--- src/rtl/tblrd_pkg.sv ---
package tblrd_pkg;
  typedef enum logic [1:0] {
    TR_IDLE  = 2'd0,
    TR_FETCH = 2'd1,
    TR_WRITE = 2'd2
  } tr_state_e;
endpackage

--- src/rtl/tblrd_ptr.sv ---
module tblrd_ptr #(
  parameter int PTR_W = 8
) (
  input  logic             clk,
  input  logic             rst_n,
  input  logic             we,
  input  logic [PTR_W-1:0] wdata,
  output logic [PTR_W-1:0] ptr_q
);
  always_ff @(posedge clk or negedge rst_n) begin
    if (!rst_n) ptr_q <= '0;
    else if (we) ptr_q <= wdata;
  end

  // a write is visible the cycle after
  a_r7_ptr_write: assert property (@(posedge clk) disable iff (!rst_n)
    we |=> ptr_q == $past(wdata));
  a_r7_ptr_hold: assert property (@(posedge clk) disable iff (!rst_n)
    !we |=> $stable(ptr_q));
endmodule

--- src/rtl/tblrd_addr.sv ---
module tblrd_addr #(
  parameter int ROM_AW = 10,
  parameter int PTR_W  = 8,
  localparam int PAGE_W = ROM_AW - PTR_W
) (
  input  logic              clk,
  input  logic              rst_n,
  input  logic              load,
  input  logic              last_page,
  input  logic [PAGE_W-1:0] pc_hi,
  input  logic [PTR_W-1:0]  ptr,
  output logic [ROM_AW-1:0] addr_q
);
  logic [PAGE_W-1:0] page;

  generate
    if (PAGE_W > 0) begin : g_page
      assign page = last_page ? {PAGE_W{1'b1}} : pc_hi;
    end else begin : g_nopage
      assign page = '0;
    end
  endgenerate

  always_ff @(posedge clk or negedge rst_n) begin
    if (!rst_n) addr_q <= '0;
    else if (load) addr_q <= {page, ptr};
  end

  // last page forces all-ones page bits
  a_r3_last_page: assert property (@(posedge clk) disable iff (!rst_n)
    (load && last_page) |=> addr_q[ROM_AW-1 -: PAGE_W] == {PAGE_W{1'b1}});
  // current page takes program counter bits
  a_r2_cur_page: assert property (@(posedge clk) disable iff (!rst_n)
    (load && !last_page) |=> addr_q[ROM_AW-1 -: PAGE_W] == $past(pc_hi));
  // address held until next load
  a_r10_addr_hold: assert property (@(posedge clk) disable iff (!rst_n)
    !load |=> $stable(addr_q));
endmodule

--- src/rtl/tblrd_seq.sv ---
module tblrd_seq
  import tblrd_pkg::*;
#(
  parameter int ROM_DW = 14,
  parameter int DATA_W = 8,
  localparam int HI_W = ROM_DW - DATA_W
) (
  input  logic              clk,
  input  logic              rst_n,
  input  logic              req_valid,
  output logic              req_ready,
  output logic              accept,
  output logic              rom_en,
  input  logic [ROM_DW-1:0] rom_data,
  output logic              dm_we,
  output logic [DATA_W-1:0] dm_wdata,
  output logic              done,
  output logic [DATA_W-1:0] tblh_q
);
  tr_state_e state_q, state_d;

  assign req_ready = (state_q == TR_IDLE);
  assign accept    = req_valid && req_ready;
  assign rom_en    = (state_q == TR_FETCH);
  assign done      = (state_q == TR_WRITE);
  assign dm_we     = done;
  assign dm_wdata  = rom_data[DATA_W-1:0];

  always_comb begin
    state_d = state_q;
    unique case (state_q)
      TR_IDLE:  if (accept) state_d = TR_FETCH;
      TR_FETCH: state_d = TR_WRITE;
      TR_WRITE: state_d = TR_IDLE;
      default:  state_d = TR_IDLE;
    endcase
  end

  always_ff @(posedge clk or negedge rst_n) begin
    if (!rst_n) state_q <= TR_IDLE;
    else        state_q <= state_d;
  end

  always_ff @(posedge clk or negedge rst_n) begin
    if (!rst_n) tblh_q <= '0;
    else if (done) tblh_q <= {{(DATA_W-HI_W){1'b0}}, rom_data[ROM_DW-1:DATA_W]};
  end

  // top bits of the high-byte register stay zero
  a_r5_tblh_top: assert property (@(posedge clk) disable iff (!rst_n)
    tblh_q[DATA_W-1:HI_W] == '0);
  // high-byte register only changes after done
  a_r6_tblh_hold: assert property (@(posedge clk) disable iff (!rst_n)
    !done |=> $stable(tblh_q));
  // single-cycle write strobe
  a_r4_we_single: assert property (@(posedge clk) disable iff (!rst_n)
    dm_we |=> !dm_we);
endmodule

--- src/rtl/tblrd_unit.sv ---
module tblrd_unit #(
  parameter int ROM_AW = 10,
  parameter int ROM_DW = 14,
  parameter int PTR_W  = 8,
  parameter int DATA_W = 8,
  localparam int PAGE_W = ROM_AW - PTR_W
) (
  input  logic              clk,
  input  logic              rst_n,
  input  logic              req_valid,
  output logic              req_ready,
  input  logic              req_last_page,
  input  logic [PAGE_W-1:0] pc_hi,
  input  logic              ptr_we,
  input  logic [PTR_W-1:0]  ptr_wdata,
  output logic [PTR_W-1:0]  ptr_rdata,
  output logic              rom_en,
  output logic [ROM_AW-1:0] rom_addr,
  input  logic [ROM_DW-1:0] rom_data,
  output logic              dm_we,
  output logic [DATA_W-1:0] dm_wdata,
  output logic [DATA_W-1:0] tblh_rdata,
  output logic              done
);
  logic accept;

  tblrd_ptr #(.PTR_W(PTR_W)) u_ptr (
    .clk(clk), .rst_n(rst_n), .we(ptr_we), .wdata(ptr_wdata), .ptr_q(ptr_rdata)
  );

  tblrd_addr #(.ROM_AW(ROM_AW), .PTR_W(PTR_W)) u_addr (
    .clk(clk), .rst_n(rst_n), .load(accept), .last_page(req_last_page),
    .pc_hi(pc_hi), .ptr(ptr_rdata), .addr_q(rom_addr)
  );

  tblrd_seq #(.ROM_DW(ROM_DW), .DATA_W(DATA_W)) u_seq (
    .clk(clk), .rst_n(rst_n), .req_valid(req_valid), .req_ready(req_ready),
    .accept(accept), .rom_en(rom_en), .rom_data(rom_data), .dm_we(dm_we),
    .dm_wdata(dm_wdata), .done(done), .tblh_q(tblh_rdata)
  );

  // request, then ROM access, then done
  a_r8_fetch_after_accept: assert property (@(posedge clk) disable iff (!rst_n)
    (req_valid && req_ready) |=> rom_en);
  a_r8_done_after_fetch: assert property (@(posedge clk) disable iff (!rst_n)
    rom_en |=> done && dm_we);
  a_r8_done_single: assert property (@(posedge clk) disable iff (!rst_n)
    done |=> !done);
  // no new request while the ROM is addressed
  a_r9_busy: assert property (@(posedge clk) disable iff (!rst_n)
    (rom_en || done) |-> !req_ready);
endmodule

--- config.mk ---
export PLATFORM = sky130hd
export DESIGN_NAME = tblrd_unit
export DESIGN_NICKNAME = d
export VERILOG_FILES = /design/src/rtl/tblrd_pkg.sv /design/src/rtl/tblrd_ptr.sv /design/src/rtl/tblrd_addr.sv /design/src/rtl/tblrd_seq.sv /design/src/rtl/tblrd_unit.sv
export SDC_FILE = /design/constraint.sdc
export NUM_CORES = 1
export LEC_CHECK = 0
export ABC_AREA = 1
export CAP_MARGIN = 20
export CORE_ASPECT_RATIO = 1.5
export CORE_MARGIN = 2
export CORE_UTILIZATION = 36
export DETAILED_ROUTE_END_ITERATION = 12
export PLACE_DENSITY = 0.75
export SLEW_MARGIN = 20
export SYNTH_ARGS = -nofsm -noshare
export SYNTH_HDL_FRONTEND = slang
export SYNTH_SLANG_ARGS = --single-unit
--- constraint.sdc ---
create_clock -name clk -period 1.2 [get_ports clk]
set_input_delay 0.24 -clock clk [delete_from_list [all_inputs] [get_ports clk]]
set_output_delay 0.24 -clock clk [all_outputs]
set_load 0.05 [all_outputs]
Word-level counts from Yosys, hierarchy flattened
Index checks and enable logic that the tools add are counted.

storage, ports and cells
  output and inout port bits = 38
  register bits = 26
  input bits = 29
  logic and storage cells = 12

operators by class
  mux-type cells = 3
  reductions and logical operators = 2
  equality and inequality tests = 3

operator list
  operator                                             count
  two-way mux 2 bit                                    2
  case mux 2 bit (2 select lines)                      1
  equality test 2 x 1 -> 1 bit, second input constant  1
  equality test 2 bit, second input constant           1
  logical NOT 2 bit                                    1
  != test 2 bit, second input constant                 1
  logical AND 1 bit                                    1

Longest topological paths before layout
Gate-level depths: netlist (run 1).

  depth in word-level cells = 4
  depth in mapped cells = 5
  mapped depth without buffers = 5

By module
A second synthesis (run 1) with hierarchy kept.

second synthesis, totals
  cells, all modules = 123
  area, all modules = 1107.3 sq um

modules (own cells, without submodules)
  module      cells an instance  area an instance (sq um)  seq. area each (sq um)  instances
  tblrd_seq   47                 417.9                     200.2                   1
  tblrd_addr  42                 384.1                     250.2                   1
  tblrd_ptr   34                 305.3                     200.2                   1

Worst setup path after synthesis (run 1)
Ideal clock, no wire load.

  path type = reg-to-output
  from = register u_seq.state_q[0]
  to = output done
  cell stages (with the launch flop) = 5
  path slack = -0.148 ns
  buffers on the path = 1
  required time = 0.960 ns
  data arrival time = 1.108 ns
  cell sequence = dfrtp_1 inv_1 nand2_1 inv_2 buf_4

between the ends
  cells in the longest elaborated chain, start to end = 1

ends and longest elaborated chain
  what                    RTL line          text
  start, declared         tblrd_seq.sv:20   tr_state_e state_q, state_d;
  start signal, assigned  tblrd_seq.sv:41   else state_q <= state_d;
  equality test 2 bit     tblrd_seq.sv:25   assign done = (state_q == TR_WRITE);
  end, declared           tblrd_unit.sv:23  output logic done

Every way passes these cells.

Worst setup path in the final report (run 1)
  from = register u_seq.state_q[1]
  to = output rom_en

between the ends
  cells in the longest elaborated chain, start to end = 1

ends and longest elaborated chain
  what                          RTL line          text
  equality test 2 x 1 -> 1 bit  tblrd_seq.sv:24   assign rom_en = (state_q == TR_FETCH);
  end, declared                 tblrd_unit.sv:17  output logic rom_en,

Every way passes these cells.

==> flow_results.org, run 1 <==
** Routing
- Once detail routing completed, the nets flagged for antenna violations numbered 0.
- The first TritonRoute pass finished after 4 iterations.
- After detailed routing, the number of remaining DRC violations is 0.
- Vias per cell :: 4.657
- For this block, the routed nets add up to ~2800 µm of wire.
- After detailed routing, the average wire length per cell comes to 12.73 µm.
- Via Count :: about 1k
- Initial DRC count :: 25

** Synthesis
- Summing every instance area after synthesis gives 1102 µm².
- The share of synthesized area in the top cell type comes to 0.5902.
- Distinct cell type count after synthesis :: 12
- The largest total area in the synthesized netlist belongs to dfrtp_1.
- Mean instance size in the synthesized netlist :: approximately 8.7 µm²
- Proportion of synthesized chip area in sequential cells :: 0.5902
- Yosys printed 0 warnings.
- Top cells by area, synth :: dfrtp_1, nand2_1, buf_4, nand3_1, inv_1
- #FFs+latches synth :: 26
- Number of standard cells after synthesis :: 127

** Finish
- Leaving out fill and tap cells, the most frequent cells in the layout are nand2_1, buf_12, dfrtp_1.
- Final layout net count :: roughly 210
- In the final layout, the share of cells above drive strength 1 is 0.2825.
- The repair_antennas step left the layout with diodes totalling 0.
- The library cell used most frequently in the layout, excluding fill and tap cells, is nand2_1.
- Signed area change from the synthesized netlist to the final layout :: 81.84%
- Number of filler cells placed in the layout :: approximately 220
- The multi-input combinational cells in the finished layout cover a total of just over 300 µm².
- The sequential cells in the finished layout cover a total of roughly 650 µm².
- The finished cells cover approximately 2000 µm².

** Global routing
- The number of antenna violations at the first check in global routing was 0.
- The via count of the first global-routing pass came to 1,146.
- Entering global routing, the biggest net connects 27 pins.
- In the global route stage, overall resource usage came out at 0.1746.
- Global-route wire length before repair :: 4767 µm
- Overflow after GRT :: 0

** STA
- The number of hold-slack violations in the final timing report is 0.
- Time the final worst path needs with I/O delays and setup :: 1.328 ns
- Final critical-path share of the clock period :: 1.107
- Count of pins over their slew limit :: 0
- Hold timing on the final database bottoms out at a slack of 0.3041 ns.
- Once routing completed, OpenROAD measured the worst setup slack at -0.1283 ns.
- Maximum clock rate :: between 700 and 800 MHz
- Setup-violating endpoint count in the final report :: 4
- Setup repair after global routing could not meet its margin everywhere.
- Clock skew :: 0.008004 ns

** Critical path
- Slowest-stage cell, CP :: dfrtp_1
- Launching instance or port of the critical path :: u_seq.state_q[1]
- Critical Path End Type :: output port
- In this run the critical register-to-register path is launched from u_seq.state_q[1].
- Arrival time worst endpoint :: 1.09 ns
- Traced cell by cell, the critical path runs through buf_4, nor2_4, buf_12.
- Of all nets on the critical path, the largest fanout is 3.
- Largest stage delay on the critical path :: 0.42 ns
- By startpoint and endpoint, the worst setup path is classified as register to output port.
- At the worst endpoint, the required time is ~0.96 ns.
- The worst setup path is launched from a register.

** Run status
- The run finished, with violations left.
- The final reports fail on negative setup slack.

** Power
- For this design the static power due to leakage is 1.006 nW.
- Summing internal, switching and leakage power gives 4.079 mW.
- IR analysis of the VDD net gives a maximum drop of 1.339 mV.
- Power spread over the standard cell area amounts to 2035 nW/µm².

** Clock network
- Clock latency at the later pin of the worst-skew pair :: 0.28 ns
- Buffer cell driving the clock tree root :: clkbuf_8
- Hold repair after CTS inserted 0 buffers.
- Clock-pin slew was measured on the worst setup and hold paths at 0.09 ns.
- Buffers inserted during clock tree synthesis total 3.
- H-tree depth reported by CTS :: 1
- TritonCTS built the clock tree.
- Total number of clock tree sinks :: 26
- Buffers from clock root to sink, at most :: 2

** Floorplanning
- The die covers 3530 µm².
- After floorplanning, the core was sized to cover 2913 µm².
- The floorplan step set the die width to 49.18 µm.
- Initial standard-cell utilization of the core :: 0.3784
- Pin placement for this block handled 67 I/O pins.
- In this run the core area contains 24 standard-cell rows.
- Die height :: 71.77 µm

** Placement
- Area of placed instances :: 1874 µm²
- Detailed placement HPWL :: 2076 µm
- Quantity of I/O buffers inserted on ports :: 48
- At the end of routability-driven placement, the weighted congestion stood at 0.7158.
- Timing analysis after detailed placement gives a worst setup slack of -0.06709 ns.

** Run
- MaxCap Viol Count :: 0

** Min path
- The min-delay analysis places its worst path in the category input pin to async pin.
==> cell usage after synthesis, drive strengths merged <==
cell,number
nand2,50
dfrtp,26
buf,14
inv,14
nand3,10
o21ai,8
nor2,3
clkbuf,1
conb,1
==> report_power, final <==
| part | total, mW | leakage [nW] | switching (mW) | internal [mW] |
|---|---|---|---|---|
| clock network | 0.724 | 0.0357 | 0.278 | 0.447 |
| logic | 2.06 | 0.649 | 1.08 | 0.983 |
| registers | 1.29 | 0.321 | 0.224 | 1.07 |
==> repair_timing <==
item,CTS,global route
pin swaps,2,0
gates resized for setup,4,1
endpoints found under the setup margin,4,14
buffers inserted,6,0
==> state kept, by name, indices dropped and copies added (netlist names) <==
register and flops:
u_addr.addr_q 10, u_ptr.ptr_q 8, u_seq.tblh_q 6, u_seq.state_q 2
==> cells by family after synthesis <==
logic type / after synthesis / synth area share
simple gates: 63 / 0.2282
buf+inv: 29 / 0.1419
flops: 26 / 0.5902
compound gates: 8 / 0.03632
other cells: 1 / 0.003402
==> critical path: cells and delay by family (launching register included) <==
| family | cells | cell delay (ns) |
|---|---|---|
| flops | 1 | 0.42 |
| simple gates | 1 | 0.10 |
| buf+inv | 2 | 0.30 |
==> through the flow <==
step | TNS [ns] | std cells | utilization
finish | -0.4854 | 216 | 0.6881
detailed placement | -0.5207 | 206 | 0.6435
CTS | -0.4932 | 216 | 0.6873
global route | -0.7040 | 216 | 0.6881
global placement | -0.09287 | 206 | 0.6435
floorplan | -0.09127 | 128 | -
==> layer usage <==
| metal | vias up | global-route usage | share of wire |
|---|---|---|---|
| met5 | - | 0 | 0 |
| met4 | 0 | 0.09841 | 0.026 |
| met3 | 10 | 0.07292 | 0.097 |
| met2 | 57 | 0.3138 | 0.54 |
| met1 | 472 | 0.1632 | 0.34 |
| li1 | 467 | - | - |
==> final timing paths <==
kind | endpoint | slack (ns) | cells past startpoint
max in group asynchronous | u_seq.state_q[0] | 0.74 | 2
worst max-delay path | rom_en | -0.13 | 3
worst min-delay path | u_ptr.ptr_q[1] | 0.30 | 2
worst min register to register | u_addr.addr_q[0] | 0.54 | 2
min in group clk | dm_wdata[2] | 0.48 | 0
worst max register to register | u_addr.addr_q[9] | 0.11 | 5
==> final cells by class <==
type	instances	area share
Tap cell	39	0.02434
Sequential cell	26	0.3246
Clock buffer	3	0.02060
Clock inverter	1	0.01498
Multi-Input combinational cell	73	0.1554
Timing Repair Buffer	60	0.4326
Inverter	14	0.02747
Power figures use the tool's default switching activity.
==> inputs of run 2 (changes only) <==
Settings changed: CELL_PAD_IN_SITES_DETAIL_PLACEMENT set to 2, CELL_PAD_IN_SITES_GLOBAL_PLACEMENT set to 2, CORE_UTILIZATION 36 to 19.
==> run 2 against run 1 <==
The flow still finishes with violations (negative setup slack). Critical path depth unchanged. Wire length increased by 17%. Non-clock buffer count decreased by 3. Combinational power about the same. Maximum frequency decreased by 2.5%. Critical endpoint is now req_ready. Largest cell class unchanged. Highest routed layer unchanged.
==> flow_results.org, run 2 (synthesis gave the netlist of run 1 again) <==
** Floorplanning
- Initial standard-cell utilization of the core :: 0.1934 (-0.1851)
- Area of the die :: 6439 µm² (+82%)
- Count of boundary I/O pins :: 67 (unchanged)
- Area inside the core boundary :: 5700 µm² (+96%)
- Die height :: 97.29 µm (+36%)
- The count of standard-cell rows was 34 (+42%).
- Horiz. Die Dim :: 66.19 µm (+35%)

** Run status
- The flow ran to the end, but the final reports show violations.
- Failing checks :: negative setup slack

** Global routing
- The overall overflow remaining after global route is 0 (unchanged).
- The number of antenna violations at the first check in global routing was 0 (unchanged).
- Global-route wire length before repair :: 5223 µm (+9.6%)
- The global-route usage over all layers is 0.1069 (-0.06777).
- Largest net degree at the start of global routing :: 27 (unchanged)
- The via count of the first global-routing pass came to 1,088 (-5.1%).

** Clock network
- The clock latency on the worst-skew pair was 0.27 ns (about the same).
- Buffers from clock root to sink, at most :: 2 (unchanged)
- Clock tree from TritonCTS :: built
- H-tree depth reported by CTS :: 1 (unchanged)
- Clock transition time at the flip-flop clock pins of the worst setup and hold paths :: 0.09 ns (about the same)
- Post-CTS Hold Fix Bufs :: 0 (unchanged)
- Inserted Clock Buffers :: 3 (unchanged)
- CTS placed an instance of clkbuf_8 at the clock tree root.
- Total number of clock tree sinks :: 26 (unchanged)

** Placement
- Area of placed instances :: 1928 µm² (+2.9%)
- The port buffer count was 48 (unchanged).
- The sum of net half-perimeters after detailed placement is 2497 µm (+20%).
- Last weighted congestion value of the routability-driven placer :: 0.6911 (-3.5%)

** Critical path
- On the critical path, the stage with the largest delay is an instance of dfrtp_2.
- Sort of element at the start of the critical path :: register
- Largest stage delay on the critical path :: 0.47 ns (+0.05 ns)
- Arrival time worst endpoint :: 1.12 ns (+0.03 ns)
- Among cell families on the critical path, the largest total delay comes from flip-flops.
- Worst Reg2Reg Path Length in Cells :: 5 (unchanged)
- In this design, the critical path's most frequently occurring cell is buf_12.
- The critical path goes through nor2_4, buf_12, buf_12.
- Worst reg2reg endpoint :: u_addr.addr_q[1]
- Crit-path max FO :: 4 (+1)
- The worst register-to-register path begins at u_seq.state_q[1].
- The worst path buffer plus inverter count came to 2 (unchanged).
- Class of the most critical setup path :: register to output port
- The required time at the worst-slack endpoint was 0.96 ns (about the same).
- Critical Path End Type :: output port
- The register-to-register setup slack is 0.08 ns (-0.03 ns).

** Power
- Cell Pwr Density :: 1922 nW/µm² (-5.6%)
- The maximum vdd drop was 0.4676 mV (-65%).
- The reported leakage power is 0.9881 nW (-1.8%).
- The total net switching power is 1.596 mW (+0.94%).
- The power share of the combinational group is 0.532 (+0.026).
- The switching share of power came to 0.4121 (+0.02442).
- The internal power is 2.277 mW (-8.8%).
- The overall power consumption is 3.874 mW (-5.0%).
- The proportion of power drawn by the clock network was 0.130 (-0.048).
- The sequential share of power is 0.338 (+0.021).

** Routing
- The number of detailed-route iterations in the first pass was 3 (-1).
- Via Count :: 978 (-2.8%)
- Post-DRT Antenna Nets :: 0 (unchanged)
- The number of vias per cell after detailed routing is 3.992 (-14%).
- The post-detailed-route DRC marker count is 0 (unchanged).
- Routed WL per cell :: 13.16 µm (+3.4%)
- DRT Wirelength :: 3224 µm (+17%)
- The DRC marker count from the first detailed-route iteration was 8 (-68%).

** STA
- Minimum setup slack in the final design :: -0.1620 ns (-0.03376 ns)
- Setup-violating endpoint count in the final report :: 4 (unchanged)
- The setup TNS after final layout is -0.5581 ns (-0.07271 ns).
- Clock skew :: 0.006146 ns (-0.001858 ns)
- The highest achievable clock rate was 734.2 MHz (-2.5%).
- The number of hold-slack violations in the final timing report is 0 (unchanged).
- Setup repair after global routing could not meet its margin everywhere.
- The final critical-path share of the clock period is 1.135 (+0.02814).
- The time the worst path needs with I/O delays and setup was 1.362 ns (+0.03376 ns).
- The max-slew violation count is 0 (unchanged).

** Finish
- Number of flip-flops under the largest register name :: 10 (unchanged)
- The final layout net count came to 204 (-1.4%).
- Relative to the synthesized area, the layout overhead comes to 82.86%.
- Final antenna diode count :: 0 (unchanged)
- The largest registers in the layout are u_addr.addr_q: 10 flops, u_ptr.ptr_q: 8 flops, u_seq.tblh_q: 6 flops.
- The share of layout cells above drive strength 1 was 0.2717 (-0.01081).
- Counting flops per register, the top entry is u_addr.addr_q.
- The post-route standard cell area excluding fillers is 2016 µm² (+0.56%).
- Leaving out fill and tap cells, the most frequent cell in the layout is nand2_1.
- In the layout the commonest cells are nand2_1, buf_12, dfrtp_1.

** Min path
- Path type of the worst min-delay path :: input pin to async pin

** Run
- The max capacitance violation total is 0 (unchanged).
run 2: cell count changes in the layout (fill, tap and decap cells not counted), sizes merged:
cell,delta
buf,-3
bufinv,-1
run 2: worst max-delay path by stage:
stage                            end             start  depth (start not counted)  slack (ns)
floorplan                       done  u_seq.state_q[0]                          4       -0.09
global placement    u_addr.addr_q[5]         req_valid                          4       -0.06
detailed placement  u_addr.addr_q[8]         req_valid                          4       -0.12
CTS                            dm_we  u_seq.state_q[0]                          4       -0.17
global route               req_ready  u_seq.state_q[1]                          3       -0.22
finish                     req_ready  u_seq.state_q[1]                          3       -0.16
run 2: power groups by stage:
stage	sequential, mW	combinational [mW]	clock (mW)
after floorplan	1.85	0.395	0
after global placement	1.31	2.00	0
after detailed placement	1.33	2.04	0
after CTS	1.32	2.08	0.519
after global routing	1.34	2.16	0.569
final	1.31	2.06	0.505
run 2: timing repair:
item                                    4_1_cts  5_1_grt
buffers inserted                              3        0
endpoints found under the setup margin       13       11
resized for setup                             7        1
pin swaps                                     1        0
run 2: area by class of cell:
type | instances | area [µm²]
tap | 72 | 90.09
multi-input combinational | 73 | 321.6
timing repair buffer | 57 | 853.3
clock buffer | 3 | 41.29
inverter | 14 | 57.56
sequential | 26 | 651.9
fill | 622 | 3685
run 2: per-stage QoR:
| step | worst slack [ns] | hold slack [ns] | util | instances |
|---|---|---|---|---|
| floorplan | -0.09127 | -0.05559 | - | 128 |
| global placement | -0.06464 | 0.4803 | 0.3382 | 239 |
| detailed placement | -0.1179 | 0.4803 | 0.3382 | 239 |
| CTS | -0.1669 | 0.3271 | 0.3527 | 245 |
| global route | -0.2217 | 0.3173 | 0.3536 | 245 |
| finish | -0.1620 | 0.3151 | 0.3536 | 245 |
run 2: metal layers:
metal,share of wire,vias up,GRT usage
li1,-,461,-
met1,0.34,475,0.1056
met2,0.59,37,0.2100
met3,0.045,5,0.01043
met4,0.021,0,0.04867
met5,0,-,0
run 2: worst reg2reg max path, delay by kind of cell (launching register included):
family,cells,cell delay (ns)
DFF,1,0.47
and+or+nand+nor,3,0.32
buffers and inverters,2,0.28
